## config.mk

```make
export PLATFORM = sky130hd
export DESIGN_NAME = dbs_bus_master
export DESIGN_NICKNAME = d
export VERILOG_FILES = /design/src/rtl/dbs_pkg.sv /design/src/rtl/dbs_step_calc.sv /design/src/rtl/dbs_write_steer.sv /design/src/rtl/dbs_read_merge.sv /design/src/rtl/dbs_bus_master.sv
export SDC_FILE = /design/constraint.sdc
export NUM_CORES = 1
export LEC_CHECK = 0
export CORE_UTILIZATION = 60
export CTS_CLUSTER_DIAMETER = 200
export CTS_CLUSTER_SIZE = 30
export DETAILED_ROUTE_END_ITERATION = 10
export DONT_BUFFER_PORTS = 1
export PLACE_DENSITY = 0.76
export SLEW_MARGIN = 15
export SYNTH_ARGS = -nofsm -noshare
export SYNTH_HDL_FRONTEND = slang
export SYNTH_HIERARCHICAL = 1
export SYNTH_SLANG_ARGS = --single-unit
```

## constraint.sdc

```tcl
create_clock -name clk -period 6.2 [get_ports clk]
set_clock_uncertainty 0.2 [all_clocks]
set_input_delay 1.86 -clock clk [delete_from_list [all_inputs] [get_ports clk]]
set_output_delay 1.86 -clock clk [all_outputs]
set_load 0.02 [all_outputs]
```

## src/rtl/dbs_pkg.sv

```systemverilog
package dbs_pkg;
    localparam int DBS_AW    = 32;
    localparam int DBS_DW    = 32;
    localparam int DBS_LANES = DBS_DW / 8;
    localparam int DBS_CW    = $clog2(DBS_LANES) + 1;

    typedef enum logic [1:0] {
        ST_IDLE = 2'd0,
        ST_ADDR = 2'd1,
        ST_DATA = 2'd2
    } dbs_state_e;

    typedef struct packed {
        dbs_state_e          st;
        logic [DBS_AW-1:0]   addr;
        logic [DBS_CW-1:0]   rem;
        logic [DBS_CW-1:0]   used;
        logic [DBS_CW-1:0]   total;
        logic                wr;
        logic [DBS_DW-1:0]   op;
        logic [DBS_DW-1:0]   acc;
        logic [2:0]          qual;
        logic                done;
        logic                err;
        logic [DBS_DW-1:0]   rdata;
    } dbs_regs_t;
endpackage

```

## src/rtl/dbs_step_calc.sv

```systemverilog
module dbs_step_calc
    import dbs_pkg::*;
(
    input  logic [1:0]        ack,
    input  logic              sterm,
    input  logic [1:0]        a_lo,
    input  logic [DBS_CW-1:0] rem,
    output logic              hit,
    output logic [DBS_CW-1:0] step,
    output logic [1:0]        lane_base
);
    logic [DBS_CW-1:0] port_bytes;
    logic [DBS_CW-1:0] room;

    always_comb begin
        if (sterm) begin
            port_bytes = DBS_CW'(4);
        end else begin
            case (ack)
                2'b01:   port_bytes = DBS_CW'(1);
                2'b10:   port_bytes = DBS_CW'(2);
                2'b11:   port_bytes = DBS_CW'(4);
                default: port_bytes = '0;
            endcase
        end
        hit = (port_bytes != '0);
        case (port_bytes)
            DBS_CW'(1): begin
                room      = DBS_CW'(1);
                lane_base = 2'd0;
            end
            DBS_CW'(2): begin
                room      = DBS_CW'(2) - DBS_CW'(a_lo[0]);
                lane_base = {1'b0, a_lo[0]};
            end
            DBS_CW'(4): begin
                room      = DBS_CW'(4) - DBS_CW'(a_lo);
                lane_base = a_lo;
            end
            default: begin
                room      = '0;
                lane_base = 2'd0;
            end
        endcase
        step = (rem < room) ? rem : room;
    end
endmodule

```

## src/rtl/dbs_write_steer.sv

```systemverilog
module dbs_write_steer
    import dbs_pkg::*;
(
    input  logic [DBS_DW-1:0] op,
    input  logic [1:0]        a_lo,
    output logic [DBS_DW-1:0] lanes
);
    logic [7:0] b [DBS_LANES];

    for (genvar i = 0; i < DBS_LANES; i++) begin : g_bytes
        assign b[i] = op[8*(DBS_LANES-1-i) +: 8];
    end

    always_comb begin
        lanes[31:24] = b[0];
        lanes[23:16] = a_lo[0] ? b[0] : b[1];
        case (a_lo)
            2'd0:    lanes[15:8] = b[2];
            2'd1:    lanes[15:8] = b[1];
            default: lanes[15:8] = b[0];
        endcase
        lanes[7:0] = b[~a_lo];
    end
endmodule

```

## src/rtl/dbs_read_merge.sv

```systemverilog
module dbs_read_merge
    import dbs_pkg::*;
(
    input  logic [DBS_DW-1:0] acc_in,
    input  logic [DBS_DW-1:0] lanes,
    input  logic [1:0]        lane_base,
    input  logic [DBS_CW-1:0] step,
    input  logic [DBS_CW-1:0] used,
    output logic [DBS_DW-1:0] acc_out
);
    always_comb begin
        acc_out = acc_in;
        for (int i = 0; i < DBS_LANES; i++) begin
            int dst;
            int src;
            dst = int'(used) + i;
            src = int'(lane_base) + i;
            if (i < int'(step) && dst < DBS_LANES && src < DBS_LANES) begin
                acc_out[8*(DBS_LANES-1-dst) +: 8] = lanes[8*(DBS_LANES-1-src) +: 8];
            end
        end
    end
endmodule

```

## src/rtl/dbs_bus_master.sv

```systemverilog
module dbs_bus_master
    import dbs_pkg::*;
(
    input  logic              clk,
    input  logic              rst_n,
    input  logic              req_valid,
    input  logic              req_write,
    input  logic [1:0]        req_size,
    input  logic [DBS_AW-1:0] req_addr,
    input  logic [DBS_DW-1:0] req_wdata,
    input  logic              req_dma,
    input  logic              req_super,
    input  logic              req_instr,
    output logic              busy,
    output logic              done,
    output logic              err,
    output logic [DBS_DW-1:0] rdata,
    output logic [DBS_AW-1:0] bus_addr,
    output logic [1:0]        bus_siz,
    output logic              bus_strobe,
    output logic              bus_write,
    output logic [DBS_DW-1:0] bus_wdata,
    output logic              bus_dma,
    output logic              bus_super,
    output logic              bus_instr,
    input  logic [DBS_DW-1:0] bus_rdata,
    input  logic [1:0]        bus_ack,
    input  logic              bus_sterm,
    input  logic              bus_berr
);
    dbs_regs_t regs_d, regs_q;

    logic              hit;
    logic [DBS_CW-1:0] step;
    logic [1:0]        lane_base;
    logic [DBS_DW-1:0] lanes_out;
    logic [DBS_DW-1:0] merged;
    logic [DBS_CW-1:0] req_bytes;

    dbs_step_calc u_step (
        .ack       (bus_ack),
        .sterm     (bus_sterm),
        .a_lo      (regs_q.addr[1:0]),
        .rem       (regs_q.rem),
        .hit       (hit),
        .step      (step),
        .lane_base (lane_base)
    );

    dbs_write_steer u_steer (
        .op    (regs_q.op),
        .a_lo  (regs_q.addr[1:0]),
        .lanes (lanes_out)
    );

    dbs_read_merge u_merge (
        .acc_in    (regs_q.acc),
        .lanes     (bus_rdata),
        .lane_base (lane_base),
        .step      (step),
        .used      (regs_q.used),
        .acc_out   (merged)
    );

    always_comb begin
        case (req_size)
            2'b00:   req_bytes = DBS_CW'(1);
            2'b01:   req_bytes = DBS_CW'(2);
            default: req_bytes = DBS_CW'(4);
        endcase
    end

    always_comb begin
        regs_d      = regs_q;
        regs_d.done = 1'b0;
        regs_d.err  = 1'b0;
        case (regs_q.st)
            ST_IDLE: begin
                if (req_valid) begin
                    regs_d.st    = ST_ADDR;
                    regs_d.addr  = req_addr;
                    regs_d.rem   = req_bytes;
                    regs_d.total = req_bytes;
                    regs_d.used  = '0;
                    regs_d.wr    = req_write;
                    regs_d.op    = req_wdata << {(DBS_CW'(4) - req_bytes), 3'b000};
                    regs_d.acc   = '0;
                    regs_d.qual  = {req_dma, req_super, req_instr};
                end
            end
            ST_ADDR: begin
                regs_d.st = ST_DATA;
            end
            ST_DATA: begin
                if (bus_berr) begin
                    regs_d.st  = ST_IDLE;
                    regs_d.err = 1'b1;
                end else if (hit) begin
                    regs_d.rem  = regs_q.rem - step;
                    regs_d.used = regs_q.used + step;
                    regs_d.addr = regs_q.addr + DBS_AW'(step);
                    regs_d.op   = regs_q.op << {step, 3'b000};
                    regs_d.acc  = merged;
                    if (regs_q.rem == step) begin
                        regs_d.st   = ST_IDLE;
                        regs_d.done = 1'b1;
                        if (!regs_q.wr) begin
                            regs_d.rdata = merged >> {(DBS_CW'(4) - regs_q.total), 3'b000};
                        end
                    end else begin
                        regs_d.st = ST_ADDR;
                    end
                end
            end
            default: regs_d.st = ST_IDLE;
        endcase
    end

    always_ff @(posedge clk) begin
        if (!rst_n) begin
            regs_q    <= '0;
            regs_q.st <= ST_IDLE;
        end else begin
            regs_q <= regs_d;
        end
    end

    assign busy       = (regs_q.st != ST_IDLE);
    assign done       = regs_q.done;
    assign err        = regs_q.err;
    assign rdata      = regs_q.rdata;
    assign bus_addr   = regs_q.addr;
    assign bus_siz    = regs_q.rem[1:0];
    assign bus_strobe = (regs_q.st == ST_DATA);
    assign bus_write  = busy & regs_q.wr;
    assign bus_wdata  = bus_write ? lanes_out : '0;
    assign bus_dma    = busy & regs_q.qual[2];
    assign bus_super  = busy & regs_q.qual[1];
    assign bus_instr  = busy & regs_q.qual[0];

    // strobe rises only after an address phase inside the same transfer
    p_addr_phase_first_r3: assert property (@(posedge clk) disable iff (!rst_n)
        $rose(bus_strobe) |-> $past(busy) && $stable(bus_addr));

    // a wait keeps the cycle open with an unchanged address
    p_wait_holds_r4: assert property (@(posedge clk) disable iff (!rst_n)
        (bus_strobe && !hit && !bus_berr) |=> bus_strobe && $stable(bus_addr));

    // a terminating step moves at least one byte and never more than owed
    p_step_bounds_r5: assert property (@(posedge clk) disable iff (!rst_n)
        (bus_strobe && hit) |-> (step != '0) && (step <= regs_q.rem));

    // count owed stays in 1..4 while busy
    p_rem_range_r6: assert property (@(posedge clk) disable iff (!rst_n)
        busy |-> (regs_q.rem != '0) && (regs_q.rem <= DBS_CW'(4)));

    // done only when idle
    p_done_idle_r9: assert property (@(posedge clk) disable iff (!rst_n)
        done |-> !busy && !bus_strobe);

    // result reported either as done or as error, never both
    p_one_outcome_r10: assert property (@(posedge clk) disable iff (!rst_n)
        !(done && err));

    // qualifiers constant across a transfer
    p_qual_hold_r11: assert property (@(posedge clk) disable iff (!rst_n)
        (busy && $past(busy)) |-> $stable({bus_write, bus_dma, bus_super, bus_instr}));
endmodule

```

Yosys cells after proc, flatten, opt, wreduce, memory -nomap -nowiden
Cells that the tools add are included.
{ "totals": {"ff_bits": 145, "wordCells": 144} }
{ "classes": {"mux": 32, "reduce_logical": 20, "n_addsub": 25, "shifts": 15, "eq_ne": 15, "n_bitwise": 11, "magnitude_cmp": 14} }
{ "ops": {"columns": ["operator", "count"], "rows": [
  ["$lt A32 B4 Y1 const B", 6],
  ["$sub A3 B29 Y29 const A", 6],
  ["$mux W32", 5],
  ["$neg A32 Y33", 4],
  ["$shift A8 B33 Y32 const A", 4],
  ["$shiftx A8 B33 Y32", 4],
  ["$bwmux W32", 4],
  ["$mux W64", 2],
  ["$pmux W64 S2", 1],
  ["$shiftx A32 B32 Y8", 4],
  ["$mux W111", 1],
  ["$pmux W38 S2", 1],
  ["$shl A32 B6 Y32", 2],
  ["$mux W40", 1],
  ["$mux W38", 1],
  ["$add A32 B3 Y32", 1],
  ["$shr A32 B6 Y32", 1],
  ["$mux W8", 3],
  ["$pmux W3 S3", 2],
  ["$bmux W8 S2", 1],
  ["$pmux W8 S2", 1],
  ["$add A3 B2 Y4 const B", 2],
  ["$eq A2 B1 Y1 const B", 4],
  ["$logic_and A1 B1 Y1", 8],
  ["41 further kinds", 63]
]} }

Depth between registers and ports, before layout
{ "logic_depth": {"word_depth": 20, "ltp_mapped": 19} }

Modules after synthesis
Netlist, hierarchy kept.
{ "modules_own_cells": {"columns": ["module", "cells_each", "instances", "area_each_um2"], "rows": [
  ["dbs_bus_master", 1045, 1, 8179.1],
  ["dbs_read_merge", 390, 1, 3163.0],
  ["dbs_write_steer", 54, 1, 558.0],
  ["dbs_step_calc", 24, 1, 158.9]
]} }

Worst setup path after synthesis
Ideal clock, no wire load.
{ "synth_timing": {"path_kind": "input-to-reg", "startpoint": "input port bus_ack[1]", "endpoint": "register regs_q[5] (netlist: rdata[5])", "arrival_time_ps": 5358, "path_buffers": 1, "path_slack_ps": 571, "path_stages": 18, "path_cell_list": "a21o_2 > nand2_1 > ha_1 > a21oi_1 > nand2b_1 > o21ai_1 > mux2i_1 > a21oi_1 > nor4_1 > nand4_1 > clkbuf_1 > nor3_1 > a211oi_1 > a21oi_1 > mux2i_1 > nand2_1 > o2111ai_1 > a21oi_1"} }
{ "synth_via": {"elab_chain_cells": 18, "word_cells_on_any_way": 55, "classes_between": "7 x add/sub; 9 x order compare; 7 x eq/ne; 9 x shift; 13 x mux; 10 x reduce/logical"} }
{ "synth_rtl": {"columns": ["item", "line_no", "source"], "rows": [
  ["start, declared", "dbs_bus_master.sv:27", "input logic [1:0] bus_ack,"],
  ["$eq A2 B2 Y1 / $eq A2 B1 Y1 (equally long branches)", "dbs_step_calc.sv:19", "case (ack)"],
  ["$pmux W3 S3 *", "dbs_step_calc.sv:19", null],
  ["$mux W3 *", "dbs_step_calc.sv:16", "if (sterm) begin"],
  ["$eq A3 B3 Y1 (tied with other cells)", "dbs_step_calc.sv:27", "case (port_bytes)"],
  ["$pmux W3 S3 *", "dbs_step_calc.sv:27", null],
  ["$lt A3 B3 Y1", "dbs_step_calc.sv:45", "step = (rem < room) ? rem : room;"],
  ["$mux W3 *", "dbs_step_calc.sv:45", null],
  ["named net step[1]", "dbs_bus_master.sv:34", "logic [DBS_CW-1:0] step;"],
  ["[... 4 more ...]", null, null],
  ["$bwmux W32", "dbs_read_merge.sv:19", "acc_out[8*(DBS_LANES-1-dst) +: 8] = lanes[8*(DBS_LANES-1-src) +: 8];"],
  ["$mux W32", "dbs_read_merge.sv:18", "if (i < int'(step) && dst < DBS_LANES && src < DBS_LANES) begin"],
  ["$bwmux W32", "dbs_read_merge.sv:19", null],
  ["$mux W32", "dbs_read_merge.sv:18", null],
  ["$bwmux W32", "dbs_read_merge.sv:19", null],
  ["$mux W32 *", "dbs_read_merge.sv:18", null],
  ["named net merged[29]", "dbs_bus_master.sv:37", "logic [DBS_DW-1:0] merged;"],
  ["$shr A32 B6 Y32 *", "dbs_bus_master.sv:108", "regs_d.rdata = merged >> {(DBS_CW'(4) - regs_q.total), 3'b000};"],
  ["end signal, assigned", "dbs_bus_master.sv:124", "regs_q <= regs_d;"],
  ["end, declared", "dbs_bus_master.sv:31", "dbs_regs_t regs_d, regs_q;"]
]} }
Mark *: on every way through the listed nets, which the timed path passes. The rest lies on a longest branch.
A chain may end at the register's enable or synchronous reset.

Final worst setup path
{ "layout_timing": {"startpoint": "input port bus_sterm", "endpoint": "register regs_q[2] (netlist: rdata[2])"} }
{ "layout_via": {"elab_chain_cells": 16, "word_cells_on_any_way": 51, "classes_between": "7 x add/sub; 9 x order compare; 4 x eq/ne; 9 x shift; 12 x mux; 10 x reduce/logical"} }
{ "layout_rtl": {"columns": ["item", "line_no", "source"], "rows": [
  ["start, declared", "dbs_bus_master.sv:28", "input logic bus_sterm,"],
  ["$mux W3 *", "dbs_step_calc.sv:16", null],
  ["$eq A3 B3 Y1 (tied with other cells)", "dbs_step_calc.sv:27", null],
  ["$pmux W3 S3 *", "dbs_step_calc.sv:27", null],
  ["$lt A3 B3 Y1", "dbs_step_calc.sv:45", null],
  ["$mux W3 *", "dbs_step_calc.sv:45", null],
  ["named net step[1]", "dbs_bus_master.sv:34", null],
  ["$lt A1 B3 Y1", "dbs_read_merge.sv:18", null],
  ["$logic_and A1 B1 Y1 (2 in series)", "dbs_read_merge.sv:18", null],
  ["$mux W32", "dbs_read_merge.sv:18", null],
  ["$bwmux W32", "dbs_read_merge.sv:19", null],
  ["$mux W32", "dbs_read_merge.sv:18", null],
  ["$bwmux W32", "dbs_read_merge.sv:19", null],
  ["$mux W32", "dbs_read_merge.sv:18", null],
  ["$bwmux W32", "dbs_read_merge.sv:19", null],
  ["$mux W32 *", "dbs_read_merge.sv:18", null],
  ["named net merged[2]", "dbs_bus_master.sv:37", null],
  ["$shr A32 B6 Y32 *", "dbs_bus_master.sv:108", null]
]} }
Marks and branches as above.

==> flow_summary.ini <==
[grt]
grt_max_degree = 84
grt_pass1_vias = 10500
grt_use_total = 0.359
antenna_found_initial = 1
grt_overflow = 0
grt_pass1_wl_um = 57300

[yosys]
yosys-top-cells-count = nand2_1, dfxtp_1, a21oi_1
avgSynthCellArea_um2 = 7.97
synth-xor-area-share = 0.0109
synthMuxAreaShare = 0.165
syn_area_um2 = 12100
synth_ff_type = dfxtp_1
yosysMostFrequentCell = nand2_1
synthAdderAreaFrac = 0.0486
synth_top_cell_by_area = dfxtp_1
synth_nets = 1667
synth_edf_count = 0
synth_warnings = 6
synth_top_area_frac = 0.241
synth_cell_type_count = 79
synth-seq-area-share = 0.241
syn-instance-count = 1513
synth.area.top_cells = dfxtp_1, mux2i_1, a21oi_1
synth-compound-area-share = 0.198
synth_top_family_by_area = simple AND/OR/NAND/NOR gates
synthArstFlopShare = 0
ys_ff_latch = 145
synthSimpleGateAreaFrac = 0.236

[sta]
setup_viol = 0
holdWs_ns = 0.252
final.setup.tns_ns = 0
relSlewSlack = 0.233
fmax_ghz = 0.168
fin_crit_sh = 0.958
slew_viol_final = 0
rsz0062_at_grt = no
max_slew.worst_pin.slew_ns = 1.14
min_period_ns = 5.94
hold_violations = 0

[critical_path]
cp-startpoint = bus_sterm
arrival_ns = 6.08
slowest_stage = a31oi_1
critical_path_class = in -> reg
path_cells = nor4b_1 > a21oi_1 > ha_1 > a21oi_1 > nand2b_1 > o21ai_1 > mux2i_2 > or2_2 > o211ai_1 > nor3_2 > a221oi_1 > or3_1 > a31oi_1 > mux2_2 > o2111ai_1 > a21oi_1
crit_path_end_kind = register
critical-path-max-stage-delay_ns = 0.73
rr_startpoint = regs_q[106]
cp-start-kind = input port
required_ns = 6.35
crit_top_cell = a21oi_1
cp_max_fo = 8

[cts]
worstSkewPairLatency_ns = 0.43
h-tree-depth = 4
cts_resized = 0
hold_buffers = 0
clk_path_buf_depth = 2
cts_tree = built
clkTransAtPathRegs_ns = 0.06
cts_setup_buffers = 0
clock-sinks = 145
cts-root-buf = clkbuf_16
cts_buffers = 17

[floorplanning]
fp.dieW_um = 144
fp-row-count = 51
dieHeight_um = 144
die_area_um2 = 20700
ios = 215
coreArea_um2 = 19600
start_util = 0.616

[route]
vias_per_cell = 6.82
drt_pre_antenna_iters = 9
drc_errors = 0
avgRoutedWirePerCell_um = 22.2
vias = 11300
antenna_left = 0
drt_wl_total_um = 36600
drt_iter0_markers = 1087

[cells_and_area]
area_growth_syn_to_layout_pct = 1.21
antennaDiodeCount = 0
drive_gt1_frac = 0.107
nets = 1529
fin_util = 0.623

[power]
p_leak_nw = 4.23
power_density_nw_per_um2 = 224
p_int_mw = 1.82
p_comb_frac = 0.236
p_sw_mw = 0.915
power_frac_clock = 0.383
irDropWorstVdd_mv = 0.217
switching_share = 0.335
seqPwrFrac = 0.382

[place]
hpwl_um = 25700
gp_congestion = 0.934
port_buffers = 0

[worst_hold_path]
min_from = regs_q[68]
hold_path.class = reg -> reg

[status]
status = finished, final reports clean

[flow_run]
max_cap_viol_count = 0
==> worst max-delay path: cells and delay by family <==
family	cells	cell delay, ns
AO/OA/AOI/OAI	8	1.89
AND/OR/NAND/NOR	5	1.53
multiplexers	2	0.61
adder cells (fa/ha/maj)	1	0.19
==> final cells by class <==
cell class / instances / area [um^2]
multi-input cells: 1143 / 8000
fillers: 1744 / 7380
flip-flops and latches: 145 / 2910
clock buffers: 21 / 450
well taps: 265 / 332
repair buffers: 31 / 245
inverters: 37 / 140
clock inverters: 11 / 130
==> through the flow <==
stage	setup WS (ns)	cell area, um^2	power (mW)	cells
4_1_cts	0.573	12200	2.72	1653
3_5_place_dp	0.195	11600	1.69	1621
3_3_place_gp	0.305	11600	1.68	1621
6_report	0.261	12200	2.73	1653
5_1_grt	0.0163	12200	2.84	1653
2_1_floorplan	0.571	12100	1.56	1513
==> sequential cells by signal (all words and copies together) (netlist names) <==
signal	flops
regs_q	77
done	1
rdata	32
bus_siz	2
err	1
bus_addr	32
==> layer usage <==
layer  track usage  share of wire  vias to the layer above
met5             0        0.00025                        -
met4         0.183          0.043                        2
met3        0.0846          0.085                      120
met2         0.600           0.49                      597
met1         0.429           0.38                     5347
li1              -              -                     5209
==> logic make-up after synthesis <==
kind of cell	Yosys count
and+or+nand+nor	549
AOI/OAI and AO/OA	379
buffers and inverters	225
muxes	155
DFF	145
adders and majority gates	45
xor gates and xnor gates	15
==> power by group through the flow <==
stage,clock (mW),sequential [mW],combinational (mW)
finish,1.05,1.04,0.644
global route,1.09,1.05,0.696
CTS,1.05,1.04,0.628
detailed placement,0,1.06,0.625
global placement,0,1.06,0.616
floorplan,0,1.02,0.535
==> path summary, 6_finish.rpt <==
path	cells after the start	slack [ns]	endpoint
setup / recovery	16	0.26	rdata[2]
hold / removal	2	0.25	regs_q[68]
setup reg to reg	16	1.02	rdata[9]
hold reg to reg	2	0.25	regs_q[68]
==> placed cells by master, fill, tap and decap left out, types with 7 or more instances in the layout <==
master | Yosys | layout
clkbuf_16 | 0 | 17
a221oi_1 | 17 | 17
xor2_1 | 8 | 8
and2b_2 | 8 | 8
inv_1 | 35 | 35
dfxtp_1 | 145 | 143
and3_1 | 12 | 12
nor2_1 | 106 | 105
o21ai_0 | 57 | 57
a22oi_1 | 26 | 26
a21oi_1 | 135 | 135
or3_1 | 8 | 8
ha_1 | 42 | 42
mux2i_1 | 106 | 105
nand3_1 | 66 | 66
a211oi_1 | 53 | 53
buf_4 | 77 | 30
o31ai_1 | 9 | 9
nor2b_1 | 8 | 7
o22ai_1 | 14 | 14
mux2_2 | 17 | 17
nand2b_1 | 28 | 28
nand4_1 | 14 | 14
and2_1 | 45 | 45
nand2_1 | 155 | 154
a31oi_1 | 21 | 21
mux4_2 | 27 | 27
nor3_1 | 46 | 46
o2111ai_1 | 9 | 9
(Power assumes the default switching activity.)
